File: src/rtl/altio_pkg.sv
package altio_pkg;

    typedef enum logic [1:0] {
        SEL_DIR  = 2'd0,
        SEL_DATA = 2'd1,
        SEL_PIN  = 2'd2,
        SEL_CFG  = 2'd3
    } reg_sel_e;

    typedef struct packed {
        logic pu_en;
        logic pu_val;
        logic dir_en;
        logic dir_val;
        logic out_en;
        logic out_val;
        logic ie_en;
        logic ie_val;
    } pin_ovr_t;

    typedef struct packed {
        logic drive;
        logic oe;
        logic pu;
        logic din;
    } pin_pad_t;

    function automatic logic plain_pullup(input logic dir, input logic data, input logic kill);
        return ({dir, data, kill} == 3'b010);
    endfunction

endpackage

File: src/rtl/altio_regs.sv
module altio_regs
    import altio_pkg::*;
#(
    parameter int W = 8
) (
    input  logic         clk,
    input  logic         rst,
    input  logic         wr,
    input  logic [1:0]   addr,
    input  logic [W-1:0] wdata,
    input  logic [W-1:0] tgl,
    output logic [W-1:0] dir_q,
    output logic [W-1:0] data_q,
    output logic         kill_q
);

    reg_sel_e sel;
    assign sel = reg_sel_e'(addr);

    always_ff @(posedge clk) begin
        if (rst) begin
            dir_q  <= '0;
            data_q <= '0;
            kill_q <= 1'b0;
        end else begin
            if (wr && sel == SEL_DIR)  dir_q  <= wdata;
            if (wr && sel == SEL_CFG)  kill_q <= wdata[0];
            if (wr && sel == SEL_DATA) data_q <= wdata;
            else                       data_q <= data_q ^ tgl;
        end
    end

endmodule

File: src/rtl/altio_sync.sv
module altio_sync #(
    parameter int W      = 8,
    parameter int STAGES = 2
) (
    input  logic         clk,
    input  logic         rst,
    input  logic [W-1:0] d,
    output logic [W-1:0] q,
    output logic [W-1:0] first_q
);

    localparam int LAST = STAGES - 1;

    logic [W-1:0] stage [STAGES];

    always_ff @(posedge clk) begin
        if (rst) stage[0] <= '0;
        else     stage[0] <= d;
    end

    for (genvar s = 1; s < STAGES; s++) begin : g_stage
        always_ff @(posedge clk) begin
            if (rst) stage[s] <= '0;
            else     stage[s] <= stage[s-1];
        end
    end

    assign q       = stage[LAST];
    assign first_q = stage[0];

endmodule

File: src/rtl/altio_pin_mux.sv
module altio_pin_mux
    import altio_pkg::*;
(
    input  logic     dir,
    input  logic     data,
    input  logic     kill,
    input  logic     sleep_mode,
    input  logic     raw_in,
    input  pin_ovr_t ovr,
    output pin_pad_t pad
);

    logic ie;

    always_comb begin
        pad.oe    = ovr.dir_en ? ovr.dir_val : dir;
        pad.drive = pad.oe & (ovr.out_en ? ovr.out_val : data);
        pad.pu    = ovr.pu_en ? ovr.pu_val : plain_pullup(dir, data, kill);
        ie        = ovr.ie_en ? ovr.ie_val : ~sleep_mode;
        pad.din   = raw_in & ie;
    end

endmodule

File: src/rtl/altio_port.sv
module altio_port
    import altio_pkg::*;
#(
    parameter int W          = 8,
    parameter int SYNC_DEPTH = 2
) (
    input  logic         clk,
    input  logic         rst,
    input  logic         bus_wr,
    input  logic [1:0]   bus_addr,
    input  logic [W-1:0] bus_wdata,
    output logic [W-1:0] bus_rdata,
    input  logic         sleep_mode,
    input  logic [W-1:0] ovr_pu_en,
    input  logic [W-1:0] ovr_pu_val,
    input  logic [W-1:0] ovr_dir_en,
    input  logic [W-1:0] ovr_dir_val,
    input  logic [W-1:0] ovr_out_en,
    input  logic [W-1:0] ovr_out_val,
    input  logic [W-1:0] ovr_tgl,
    input  logic [W-1:0] ovr_ie_en,
    input  logic [W-1:0] ovr_ie_val,
    input  logic [W-1:0] pad_in,
    output logic [W-1:0] pad_out,
    output logic [W-1:0] pad_oe,
    output logic [W-1:0] pad_pu,
    output logic [W-1:0] alt_din
);

    logic [W-1:0] dir_q;
    logic [W-1:0] data_q;
    logic         kill_q;
    logic [W-1:0] pin_q;
    logic [W-1:0] pin_first_q;

    altio_regs #(.W(W)) u_regs (
        .clk    (clk),
        .rst    (rst),
        .wr     (bus_wr),
        .addr   (bus_addr),
        .wdata  (bus_wdata),
        .tgl    (ovr_tgl),
        .dir_q  (dir_q),
        .data_q (data_q),
        .kill_q (kill_q)
    );

    for (genvar i = 0; i < W; i++) begin : g_pin
        pin_ovr_t ovr;
        pin_pad_t pad;

        assign ovr = '{pu_en:   ovr_pu_en[i],   pu_val:  ovr_pu_val[i],
                       dir_en:  ovr_dir_en[i],  dir_val: ovr_dir_val[i],
                       out_en:  ovr_out_en[i],  out_val: ovr_out_val[i],
                       ie_en:   ovr_ie_en[i],   ie_val:  ovr_ie_val[i]};

        altio_pin_mux u_mux (
            .dir        (dir_q[i]),
            .data       (data_q[i]),
            .kill       (kill_q),
            .sleep_mode (sleep_mode),
            .raw_in     (pad_in[i]),
            .ovr        (ovr),
            .pad        (pad)
        );

        assign pad_out[i] = pad.drive;
        assign pad_oe[i]  = pad.oe;
        assign pad_pu[i]  = pad.pu;
        assign alt_din[i] = pad.din;
    end

    altio_sync #(.W(W), .STAGES(SYNC_DEPTH)) u_sync (
        .clk     (clk),
        .rst     (rst),
        .d       (alt_din),
        .q       (pin_q),
        .first_q (pin_first_q)
    );

    always_comb begin
        unique case (reg_sel_e'(bus_addr))
            SEL_DIR:  bus_rdata = dir_q;
            SEL_DATA: bus_rdata = data_q;
            SEL_PIN:  bus_rdata = pin_q;
            default:  bus_rdata = {{(W-1){1'b0}}, kill_q};
        endcase
    end

endmodule

File: config.mk
export PLATFORM = sky130hd
export DESIGN_NAME = altio_port
export DESIGN_NICKNAME = d
export VERILOG_FILES = /design/src/rtl/altio_pkg.sv /design/src/rtl/altio_regs.sv /design/src/rtl/altio_sync.sv /design/src/rtl/altio_pin_mux.sv /design/src/rtl/altio_port.sv
export SDC_FILE = /design/constraint.sdc
export NUM_CORES = 1
export LEC_CHECK = 0
export ABC_AREA = 1
export BUFFER_PORTS_ARGS = -buffer_cell sky130_fd_sc_hd__buf_2
export CAP_MARGIN = 40
export CELL_PAD_IN_SITES_DETAIL_PLACEMENT = 0
export CELL_PAD_IN_SITES_GLOBAL_PLACEMENT = 1
export CORE_ASPECT_RATIO = 1.75
export CORE_MARGIN = 4
export CORE_UTILIZATION = 28
export DETAILED_ROUTE_END_ITERATION = 12
export GPL_ROUTABILITY_DRIVEN = 0
export PLACE_DENSITY_LB_ADDON = 0.1
export SLEW_MARGIN = 40
export SYNTH_ARGS = -nofsm -noshare
export SYNTH_HDL_FRONTEND = slang
export SYNTH_SLANG_ARGS = --single-unit
File: constraint.sdc
create_clock -name clk -period 2.6 [get_ports clk]
set_input_delay 0.39 -clock clk [delete_from_list [all_inputs] [get_ports clk]]
set_output_delay 0.39 -clock clk [all_outputs]
set_load 0.03 [all_outputs]
**Word level (Yosys, flattened, before mapping)**

Memories as Yosys holds them, arrays and structs flattened.
Cells that the tools add are included.

- Register bits: 17
- RAM bits: 16
- Input port bits: 94
- Output and inout port bits: 40
- Logic and storage cells: 78
- Memories kept: 1

- Eq/ne operators: 11
- Multiplexer cells: 39
- Bitwise gates (word level): 20
- Reduce and logical (&&, ||, !) cells: 4

Memories:

| name | words | width | rd ports | clocked after memory_dff | write ports | line | source |
|---|---|---|---|---|---|---|---|
| u_sync.stage | 2 | 8 | 2 | 0 | 2 | altio_sync.sv:14 | `logic [W-1:0] stage [STAGES];` |

Operators by type and width:

| cell | number |
|---|---|
| 1-bit 2-to-1 mux | 35 |
| 3-bit by 2-bit equality test with 1-bit output (second input constant) | 8 |
| 8-bit 2-to-1 mux | 3 |
| 8-bit case mux with 3 select lines | 1 |
| 1-bit bitwise AND | 16 |
| 8-bit bitwise XOR | 1 |
| 2-bit equality test (second input constant) | 2 |
| 1-bit logical AND | 3 |
| 2-bit by 1-bit equality test with 1-bit output (second input constant) | 1 |
| 2-bit zero test | 1 |
| 1-bit bitwise OR | 2 |
| 1-bit NOT | 1 |

**Depth between registers and ports, before layout**

- Depth after elaboration: 4
- Gate-level depth with buffers: 6
- Gate-level depth less buffers: 6

**By module**

From an unflattened synthesis, not the netlist that was laid out.

- Cells, all modules: 364
- Area total of the unflattened synthesis: 2055.7 µm²

By module, submodules not included:

| module | instances | cells an instance | area each (µm²) | seq. area each (µm²) |
|---|---|---|---|---|
| altio_regs | 1 | 116 | 755.7 | 340.3 |
| altio_pin_mux | 8 | 20 | 81.3 | 0.0 |
| altio_sync | 1 | 50 | 474.2 | 320.3 |
| altio_port | 1 | 38 | 175.2 | 0.0 |

**Worst setup path before layout**

Ideal clock, no wire load.

- Path type: input port to output port
- From: in ovr_dir_en[0]
- To: out pad_out[0]
- Arrival time: 1.465 ns
- Required time: 2.210 ns
- Setup slack: 0.745 ns
- Stages on the path: 3
- Buffers on the path: 0
- Cell sequence: o21ai_0 nand2_1 inv_1

- Longest elaborated chain between the ends: 2

Ends and longest elaborated chain:

| what | line | source |
|---|---|---|
| from (decl) | altio_port.sv:16 | `input logic [W-1:0] ovr_dir_en,` |
| 1-bit 2-to-1 mux | altio_pin_mux.sv:16 | `pad.oe = ovr.dir_en ? ovr.dir_val : dir;` |
| 1-bit bitwise AND | altio_pin_mux.sv:17 | `pad.drive = pad.oe & (ovr.out_en ? ovr.out_val : data);` |
| to (decl) | altio_port.sv:24 | `output logic [W-1:0] pad_out,` |

Every way passes these cells.

**Final worst setup path**

- From: in bus_addr[0]
- To: out bus_rdata[1]

- Longest elaborated chain between the ends: 2
- Elaborated cells between the ends (all ways): 4
- Those cells by class: eq/ne (2); mux (1); reduce/logical (1)

Ends and longest elaborated chain:

| what | line | source |
|---|---|---|
| from (decl) | altio_port.sv:10 | `input logic [1:0] bus_addr,` |
| 2-bit equality test, or another cell as far along | altio_port.sv:82 | `unique case (reg_sel_e'(bus_addr))` |
| 8-bit case mux with 3 select lines * | altio_port.sv:82 |  |
| to (decl) | altio_port.sv:12 | `output logic [W-1:0] bus_rdata,` |

Mark *: on every way between the ends. The rest lies on a longest branch, timed or not.

==> summary.md <==
| Metric | Value |
|---|---|
| Power Total | `around 1600 µW` |
| Min-Delay Startpoint | `bus_wdata[7]` |
| Largest net degree at the start of global routing | `23` |
| CP Data Arrival Time | `about 1400 ps` |
| Pre-Repair DR Iteration Count | `4` |
| Setup bufs post-CTS | `0` |
| Max incr delay on CP | `between 200 and 300 ps` |
| Synthesized net count | `slightly above 400` |
| Slew Limit Fails | `0` |
| Placed cell count | `~520` |
| Ys Warns | `0` |
| Clock sinks | `33` |
| FF+latch count, synth | `33` |
| Max Fclk | `547 MHz` |
| Initial Util | `roughly 29%` |
| Slowest cell on crit path | `nand2_1` |
| Clk slew on worst S/H paths | `approximately 50 ps` |
| Skew final | `approximately 2.2 ps` |
| Vias in the first global route | `about 2100` |
| Post-Synthesis Cells | `314` |
| Crit path cell chain | `buf_2 > nand2_1 > o211ai_1 > buf_2` |
| CTS tree | `built` |
| Mean Syn Cell Area | `roughly 6.1 µm²` |
| Async set-reset flop share out of synthesis | `0%` |
| Crit Reg-Reg Endpoint | `u_regs.data_q[0]` |
| Post-DP HPWL | `about 4.7 mm` |
| Worst EP required | `2210 ps` |
| Crit path max fanout | `10` |
| Wire length per cell | `10.5 µm` |
| Peak supply drop | `0.000276 V` |
| Ant. Diodes | `0` |
| Post-synth top flop | `dfxtp_1` |
| Row Count | `39` |
| DRC violations left | `0` |
| Global route overflow | `0` |
| Tot GR Track Use | `~13%` |
| P&R area growth vs syn | `48.0%` |
| Total number of vias | `around 2300` |
| Min-delay worst type | `input port to register` |
| Post-layout nets | `542` |
| Synth cell types | `22` |
| Port-buffer cells | `133` |
| Antenna violations before repair | `0` |
| Tmin final | `1830 ps` |
| Mapped cell area | `around 0.0019 mm²` |
| PostCTS Resize Cnt | `0` |
| I/O Pins | `about 130` |
| First-pass GRT wire length | `around 8.9 mm` |
| Via-to-Cell Ratio | `between 4 and 5` |
| Root buffer cell | `clkbuf_16` |
| Reg2Reg Depth | `5` |
| Setup TNS | `0 ps` |
| RSZ-0062 raised after global routing | `no` |
| Setup-failing EPs final | `0` |
| Final setup margin | `between 700 and 800 ps` |
| Worst-Margin Slew | `455 ps` |
| Max H-tree Level | `2` |
| Slew headroom | `about 70%` |
| Hold endpoint | `u_regs.data_q[7]` |
| CP startpoint kind | `input port` |
| Static Leak | `roughly 0.0016 µW` |
| CTS Buf Count | `5` |
| Hold_buf cts | `0` |
| Chip height | `117 µm` |
| Share of the synthesized area in the top cell type | `between 30 and 40%` |
| Post-synth EDFFs | `0` |
| Clock latency on the worst-skew pair | `between 200 and 300 ps` |
| Power Density | `562 mW/mm²` |
| Final Hold Violating Endpoints | `0` |
| Layout cells sized above 1 | `between 30% and 40%` |
| Chip Width | `just over 70 µm` |
| Dpl ws | `763 ps` |
| DRT antenna net count | `0` |
| Worst Hold Path Cells | `3` |
| Worst R2R Start | `u_regs.data_q[0]` |
| Cell mode on critical path | `buf_2` |
| Detailed Route Iter0 Violations | `38` |
| Worst setup EP type | `output pin` |
| Die footprint | `slightly above 0.008 mm²` |
| Period utilization | `70.3%` |
| Core area | `about 0.0066 mm²` |
| CTS Buffer Depth | `2` |
| Register area share after synthesis | `approximately a third` |
| Biggest area consumer among synthesized cells | `dfxtp_1` |
| Synth top area cells | `dfxtp_1, nand2_1, inv_1, o21ai_0, nor2_1` |
| Run status | `completed` |
| Final std cells w/o fill | `~530` |
| Worst R2R Setup Slack | `about 1800 ps` |
| Crit path kind | `input port to output pin` |
| Post-Route WL | `between 5 and 6 mm` |
| Max-cap violations | `0` |
[cell usage after synthesis (2+ instances only)]
master and count:
o21ai_1 3, a21oi_1 9, o21ai_0 40, nor2_1 40, inv_1 67, nand2_1 83, nand4_1 5, nand3_1 10
clkbuf_1 2, buf_2 2, dfxtp_1 33, o211ai_1 7, a21oi_2 4
[placed cells by master (no fill, tap or decap)]
| master | Yosys | final |
|---|---|---|
| nand2_4 | 1 | 1 |
| clkinv_2 | 1 | 1 |
| nor2_1 | 40 | 40 |
| clkbuf_16 | 0 | 5 |
| o21ai_1 | 3 | 3 |
| clkinvlp_4 | 0 | 1 |
| nand3_1 | 10 | 10 |
| nand3_4 | 1 | 1 |
| inv_4 | 1 | 1 |
| nor2_8 | 1 | 1 |
| o211ai_1 | 7 | 7 |
| bufinv_16 | 0 | 1 |
| clkbuf_8 | 0 | 1 |
| dfxtp_1 | 33 | 33 |
| nand2_1 | 83 | 83 |
| buf_2 | 2 | 133 |
| inv_1 | 67 | 67 |
| nor2_4 | 1 | 1 |
| a21oi_2 | 4 | 4 |
| a21oi_1 | 9 | 9 |
| o21ai_0 | 40 | 40 |
| inv_2 | 1 | 1 |
| nand4_1 | 5 | 5 |
[critical path: cells and delay by family]
kind	cells	cell delay [ps]
buffers and inverters	2	500
and+or+nand+nor	1	290
AOI/OAI and AO/OA	1	260
[state kept, by name, indices dropped and copies added, names as in the netlist]
signal / flops
u_regs.dir_q: 8
u_sync.stage: 16
u_regs.data_q: 8
u_regs.kill_q: 1
[routing by layer]
metal  share of wire [%]  track usage (%)  vias to the layer above
met4                 1.2             4.48                        0
li1                    -                -                     1230
met2                  54             25.7                       81
met1                  37             14.2                      955
met5                   0                0                        -
met3                 8.0             3.42                        6
[final cells by class]
type | instances | area, µm²
Fill cell | 783 | 3760
Multi-Input combinational cell | 205 | 951
Timing Repair Buffer | 133 | 666
Sequential cell | 33 | 661
Inverter | 70 | 267
Clock buffer | 6 | 139
Tap cell | 82 | 103
Clock inverter | 2 | 37.5
[stage by stage]
step / hold slack [ps] / util (%) / instance area (µm²)
final: 374 / 42.8 / 2820
after global routing: 389 / 42.8 / 2820
after CTS: 366 / 42.8 / 2820
after detailed placement: 397 / 40.2 / 2650
after global placement: 389 / 40.2 / 2650
after floorplan: 388 / - / 1910
[power by group]
part / total [µW] / leakage [µW] / internal [µW] / switching [µW]
Sequential: 550 / 0.000271 / 534 / 15.6
Clock: 678 / 0.0000831 / 477 / 201
Combinational: 357 / 0.00127 / 132 / 225
[how the worst max path moves through the flow]
stage / from / endpoint / cells after the start
6_report: bus_addr[0] / bus_rdata[1] / 4
5_1_grt: bus_addr[0] / bus_rdata[1] / 4
4_1_cts: bus_addr[0] / bus_rdata[1] / 4
3_5_place_dp: bus_addr[0] / bus_rdata[1] / 4
3_3_place_gp: bus_addr[0] / bus_rdata[2] / 4
2_1_floorplan: ovr_dir_en[0] / pad_out[0] / 3
[kinds of logic (layout without fill, tap and decap cells)]
group	count (synthesis)	count (layout)	synth area share, %
AND/OR/NAND/NOR	142	142	31.6
buffers and inverters	76	211	15.5
AO/OA/AOI/OAI	63	63	18.2
flip-flops	33	33	34.6
Power figures use the tool's default switching activity.
